### src/rtl/pcu_pkg.sv
package pcu_pkg;
  typedef enum logic [1:0] {
    CLS_MOVE  = 2'd0,
    CLS_ARITH = 2'd1,
    CLS_CMP   = 2'd2,
    CLS_NOWB  = 2'd3
  } op_class_e;

  localparam logic [2:0] CMP_EQ  = 3'd0;
  localparam logic [2:0] CMP_NE  = 3'd1;
  localparam logic [2:0] CMP_LTS = 3'd2;
  localparam logic [2:0] CMP_GES = 3'd3;
  localparam logic [2:0] CMP_LTU = 3'd4;
  localparam logic [2:0] CMP_GEU = 3'd5;

  typedef struct packed {
    logic z;
    logic c;
    logic n;
    logic v;
  } alu_flags_t;
endpackage

### src/rtl/pcu_compare.sv
module pcu_compare #(
  parameter int WIDTH = 16
) (
  input  logic [WIDTH-1:0] a_i,
  input  logic [WIDTH-1:0] b_i,
  input  logic [2:0]       kind_i,
  output logic             hit_o
);
  import pcu_pkg::*;
  logic eq, lt_s, lt_u;

  assign eq   = (a_i == b_i);
  assign lt_s = ($signed(a_i) < $signed(b_i));
  assign lt_u = (a_i < b_i);

  always_comb begin
    case (kind_i)
      CMP_EQ:  hit_o = eq;
      CMP_NE:  hit_o = !eq;
      CMP_LTS: hit_o = lt_s;
      CMP_GES: hit_o = !lt_s;
      CMP_LTU: hit_o = lt_u;
      CMP_GEU: hit_o = !lt_u;
      default: hit_o = 1'b0;
    endcase
  end
endmodule

### src/rtl/pcu_flags.sv
module pcu_flags #(
  parameter int WIDTH = 16
) (
  input  logic [WIDTH-1:0]        a_i,
  input  logic [WIDTH-1:0]        b_i,
  input  logic                    sub_i,
  output pcu_pkg::alu_flags_t     flags_o
);
  localparam int MSB = WIDTH - 1;
  logic [WIDTH:0]   sum;
  logic [WIDTH-1:0] b_eff;
  logic [WIDTH-1:0] res;

  assign b_eff = sub_i ? ~b_i : b_i;
  assign sum   = {1'b0, a_i} + {1'b0, b_eff} + {{WIDTH{1'b0}}, sub_i};
  assign res   = sum[WIDTH-1:0];

  always_comb begin
    flags_o.z = (res == '0);
    flags_o.c = sum[WIDTH];
    flags_o.n = res[MSB];
    flags_o.v = (a_i[MSB] == b_eff[MSB]) && (res[MSB] != a_i[MSB]);
  end
endmodule

### src/rtl/pcu_gate.sv
module pcu_gate (
  input  logic valid_i,
  input  logic pred_en_i,
  input  logic pred_val_i,
  input  logic cond_i,
  output logic commit_o
);
  assign commit_o = valid_i && (!pred_en_i || (cond_i == pred_val_i));
endmodule

### src/rtl/pred_cond_unit.sv
module pred_cond_unit #(
  parameter int WIDTH = 16
) (
  input  logic             clk,
  input  logic             rst,
  input  logic             valid_i,
  input  logic [1:0]       opclass_i,
  input  logic [2:0]       cmp_kind_i,
  input  logic             sub_i,
  input  logic [WIDTH-1:0] op_a_i,
  input  logic [WIDTH-1:0] op_b_i,
  input  logic             pred_en_i,
  input  logic             pred_val_i,
  output logic             cond_o,
  output logic             wb_en_o,
  output logic [3:0]       flags_o,
  output logic             retire_o
);
  import pcu_pkg::*;

  op_class_e  cls;
  logic       commit;
  logic       cmp_hit;
  alu_flags_t next_flags;
  alu_flags_t flags_q;

  assign cls = op_class_e'(opclass_i);

  pcu_gate u_gate (
    .valid_i   (valid_i),
    .pred_en_i (pred_en_i),
    .pred_val_i(pred_val_i),
    .cond_i    (cond_o),
    .commit_o  (commit)
  );

  pcu_compare #(.WIDTH(WIDTH)) u_cmp (
    .a_i   (op_a_i),
    .b_i   (op_b_i),
    .kind_i(cmp_kind_i),
    .hit_o (cmp_hit)
  );

  pcu_flags #(.WIDTH(WIDTH)) u_flags (
    .a_i    (op_a_i),
    .b_i    (op_b_i),
    .sub_i  (sub_i),
    .flags_o(next_flags)
  );

  always_ff @(posedge clk) begin
    if (rst) begin
      cond_o   <= 1'b0;
      wb_en_o  <= 1'b0;
      flags_q  <= '0;
      retire_o <= 1'b0;
    end else begin
      retire_o <= valid_i;
      wb_en_o  <= commit && (cls == CLS_MOVE || cls == CLS_ARITH);
      if (commit && cls == CLS_CMP)   cond_o  <= cmp_hit;
      if (commit && cls == CLS_ARITH) flags_q <= next_flags;
    end
  end

  assign flags_o = flags_q;

  assert_cond_hold_R3: assert property (@(posedge clk) disable iff (rst)
    !(valid_i && opclass_i == 2'd2) |=> $stable(cond_o));

  assert_squash_quiet_R6: assert property (@(posedge clk) disable iff (rst)
    (valid_i && pred_en_i && (pred_val_i != cond_o))
      |=> (!wb_en_o && $stable(cond_o) && $stable(flags_o)));

  assert_wb_class_R7: assert property (@(posedge clk) disable iff (rst)
    (valid_i && opclass_i[1]) |=> !wb_en_o);

  assert_flags_hold_R9: assert property (@(posedge clk) disable iff (rst)
    !(valid_i && opclass_i == 2'd1) |=> $stable(flags_o));

  assert_retire_R10: assert property (@(posedge clk) disable iff (rst)
    valid_i |=> retire_o);

  assert_idle_R11: assert property (@(posedge clk) disable iff (rst)
    !valid_i |=> (!retire_o && !wb_en_o));
endmodule

### config.mk
export PLATFORM = sky130hd
export DESIGN_NAME = pred_cond_unit
export DESIGN_NICKNAME = d
export VERILOG_FILES = /design/src/rtl/pcu_pkg.sv /design/src/rtl/pcu_compare.sv /design/src/rtl/pcu_flags.sv /design/src/rtl/pcu_gate.sv /design/src/rtl/pred_cond_unit.sv
export SDC_FILE = /design/constraint.sdc
export NUM_CORES = 1
export LEC_CHECK = 0
export BUFFER_PORTS_ARGS = -buffer_cell sky130_fd_sc_hd__buf_4
export CORE_ASPECT_RATIO = 0.75
export CORE_MARGIN = 2
export CORE_UTILIZATION = 58
export DETAILED_ROUTE_END_ITERATION = 6
export HOLD_SLACK_MARGIN = 0.05
export PLACE_DENSITY_LB_ADDON = 0.15
export SYNTH_ARGS = -nofsm -noshare
export SYNTH_HDL_FRONTEND = slang
export SYNTH_SLANG_ARGS = --single-unit
### constraint.sdc
create_clock -name clk -period 4.09 [get_ports clk]
set_input_delay 0.2045 -clock clk [delete_from_list [all_inputs] [get_ports clk]]
set_output_delay 0.2045 -clock clk [all_outputs]
set_load 0.05 [all_outputs]
==> flow_results.org <==
** GRT
- Largest net degree at the start of global routing :: 17
- Initial antenna violation count :: 0
- The first global-routing pass estimated 7.84 mm of wire.
- In the global route stage, overall resource usage came out at 26.5%.
- After global routing the overflow that remains totals 0.
- The number of global-route vias before repair was approximately 1,800.

** Power
- In this run the static leakage power is 1.12 nW.
- Dividing total power by cell area gives a power density of 223 mW/mm^2.
- Across the VDD grid, the largest voltage drop is 0.216 mV.

** Clocking
- Number of hold-repair buffers added at the cts stage :: 0
- No sink is reached through more buffers than the 2 on the longest clock path.
- H-tree depth reported by CTS :: 1
- CTS tree :: yes
- The number of gates resized after CTS was 0.
- Clock tree synthesis selected as its root buffer the cell sky130_fd_sc_hd__clkbuf_8.
- The clock net in this run drives a total of 7 sinks.
- Clock-pin slew on the worst setup and hold paths :: ~40 ps
- Later-pin clock latency in the skew report :: 220 ps
- CTS buffer count :: 3
- After clock tree synthesis, the setup repair step added 0 buffers.

** Critical path
- The worst setup path is launched from an input port.
- Critical path, cell by cell :: buf_4, xor2_1, inv_1, fa_1, nor2b_1, o31a_2, a21oi_1, or4_1, a2111oi_2, o2111ai_1, o21ai_1
- Slowest CP cell :: sky130_fd_sc_hd__or4_1
- Together, buffers and inverters on the worst path number 2.
- Worst path max stage delay :: between 500 and 600 ps
- Arrival time reported for the critical path endpoint :: approximately 2800 ps
- Critical Setup Path Class :: in -> reg
- In this run the number of cells on the critical path is 11.
- The startpoint identified for the worst register-to-register timing path is cond_o.
- For flop-to-flop paths, the worst setup slack is 2480 ps.
- Setup crit end kind :: flip-flop
- On the critical path the largest part of the delay comes from compound AO/OA/AOI/OAI gates.
- Worst Path Required :: 4250 ps
- R2r worst-path depth :: 7
- In this run the worst path has a maximum fanout of 16.
- Worst reg2reg endpoint :: flags_o[0]

** STA
- Slew Viols, Final :: 0
- Number of failing hold endpoints at the final stage :: 0
- Time the final worst path needs with I/O delays and setup :: 2580 ps
- Slack of the critical path :: 1510 ps
- For the pin with the worst max-slew slack, the measured transition is around 440 ps.
- Final total negative setup slack :: 0 ps
- Setup repair after global routing left no endpoint under its margin.
- Of the available clock period, the critical path in the final layout requires 63.2%.
- Final clock skew :: 2.68 ps
- Headroom to the max-slew limit came out at around 70%.
- For this run, the top clock speed supported by timing is 387 MHz.
- Setup violations remaining at the end of the flow were counted as 0.

** Yosys
- Of the total synthesized cell area, the portion taken by XOR and XNOR cells is 10.4%.
- During synthesis, Yosys emitted a total of 0 warnings.
- Most instantiated cells after synthesis :: sky130_fd_sc_hd__ha_1, sky130_fd_sc_hd__inv_1, sky130_fd_sc_hd__xor2_1
- In this run, distinct cell masters in the synthesized netlist total 54.
- Netlist area before placement :: 0.00186 mm^2
- In the post-synthesis netlist, the biggest area contributors are sky130_fd_sc_hd__ha_1, sky130_fd_sc_hd__xor2_1, sky130_fd_sc_hd__dfxtp_1.
- After Yosys synthesis, full adders, half adders and majority gates account for a little under a quarter of the synthesized area.
- Post-synth EDFFs :: 0
- Multiplexer fraction of the synthesized cell area :: 1.82%
- In the synthesized netlist the dominant register cell turns out to be sky130_fd_sc_hd__dfxtp_1.
- Synthesis produced 239 cells.
- Dominant combinational cell family by area after synthesis :: compound AO/OA/AOI/OAI gates
- Counting flops with an async set or reset pin after synthesis yields a share of 0%.
- sky130_fd_sc_hd__ha_1 is the most common cell in the netlist.
- After synthesis the netlist holds a flip-flop and latch count of 7.
- Each instance of the synthesized netlist takes up on average just under 8 um^2.
- Synthesis produced a netlist with a net count of 316.
- Sequential fraction of the synthesis area :: 7.53%
- Top cell type by total area after synthesis :: sky130_fd_sc_hd__ha_1
- The synthesized netlist devotes 20.6% of its cell area to simple gates.
- The share of synthesized area in the top cell type comes to 22.2%.
- Synthesized-area fraction occupied by ao, oa, aoi and oai cells :: 28.6%

** Floorplan
- Ports placed on the boundary :: 50
- Die span in x :: 69.4 um
- The initialized floorplan defines 17 standard-cell rows.
- DIE HEIGHT :: 53.1 um
- For this configuration, the core starts out at a cell density of just over 60%.
- Full die area :: 0.00368 mm^2
- The core region is 0.00300 mm^2.

** Min path
- Worst Hold Depth :: 2
- The worst hold path terminates at wb_en_o.
- Class of the worst hold path :: in -> reg
- Worst hold start :: opclass_i[1]

** Final layout
- In the final layout, the share of cells above drive strength 1 is 23.3%.
- The number of antenna diodes in the final layout is 0.
- Compared with the post-synthesis result, the final layout area differs by 22.3%.
- Final instance area :: 0.00228 mm^2
- Post-layout net count :: 365

** Route
- Before antenna repair, the detailed router went through 4 iterations.
- In the routed design, unresolved DRC markers number 0.
- Dividing the detail-routed wire length by the instance count gives 14.7 um.
- Via density per instance :: 5.97
- Routed via count :: 1,939
- After the first detailed-routing iteration, the DRC count stood at between 100 and 150.
- In this run the remaining antenna-violating nets after routing total 0.
- After detailed routing, the total wire length is 4.78 mm.

** Flow run
- Number of max-capacitance violations reported :: 0

** Placement
- Placer's final routability congestion estimate :: roughly 0.95
- Summing all placed instances gives a cell area of 0.00223 mm^2.
- Total of buffers placed on input and output ports :: 49
- Placement-stage worst setup slack :: 1300 ps
- DP Wirelength :: 4.11 mm

** Outcome
- Status :: finished, final reports clean
-- flip-flops by register name, summed over array words and instances, names as in the netlist --
register  flops
cond_o        1
wb_en_o       1
flags_o       4
retire_o      1
-- kinds of logic after synthesis --
family / count (synthesis)
AO/OA/AOI/OAI: 73
AND/OR/NAND/NOR: 69
adder cells (fa/ha/maj): 34
buffers and inverters: 32
XOR/XNOR: 22
flip-flops: 7
multiplexers: 2
-- power breakdown --
part | internal (mW) | switching, mW
clock | 0.0674 | 0.0297
sequential | 0.0713 | 0.00140
combinational | 0.150 | 0.188
-- per-layer routing --
layer  share of wire (%)  vias up  GRT usage (%)
met5                   0        -              0
met4                0.44        0           3.59
met3                 6.5        2           4.19
met2                  45       78           44.4
met1                  49      880           37.1
li1                    -      979              -
-- final cells by class --
class | count | area [um^2]
multi-input cells | 200 | 1570
fillers | 242 | 723
repair buffers | 49 | 368
flip-flops and latches | 7 | 140
inverters | 27 | 101
well taps | 38 | 47.5
clock buffers | 4 | 45.0
-- how the worst max path moves through the flow --
stage          startpoint    endpoint  slack [ps]
2_1_floorplan       sub_i  flags_o[3]        1250
3_3_place_gp        sub_i  flags_o[3]        1380
3_5_place_dp        sub_i  flags_o[3]        1300
4_1_cts             sub_i  flags_o[3]        1520
5_1_grt             sub_i  flags_o[3]        1300
6_report            sub_i  flags_o[3]        1510
-- cell usage in the layout, fill, tap and decap left out, drive strengths merged, types with 5 or more instances in the layout --
cell	count
a211oi	6
a21o	8
a21oi	16
buf	49
dfxtp	7
ha	33
inv	27
nand2	11
nand2b	5
nand4	8
nor2	16
nor3	10
o211ai	5
o21ai	15
xor2	18
-- stage by stage --
stage	hold slack (ps)	utilization, %	power, mW	std cells
global route	164	75.9	0.548	325
global placement	388	74.4	0.396	321
CTS	159	75.9	0.504	325
finish	158	75.9	0.508	325
detailed placement	390	74.4	0.404	321
floorplan	274	-	0.311	239
Note: power is estimated with default switching activity, not from simulation.
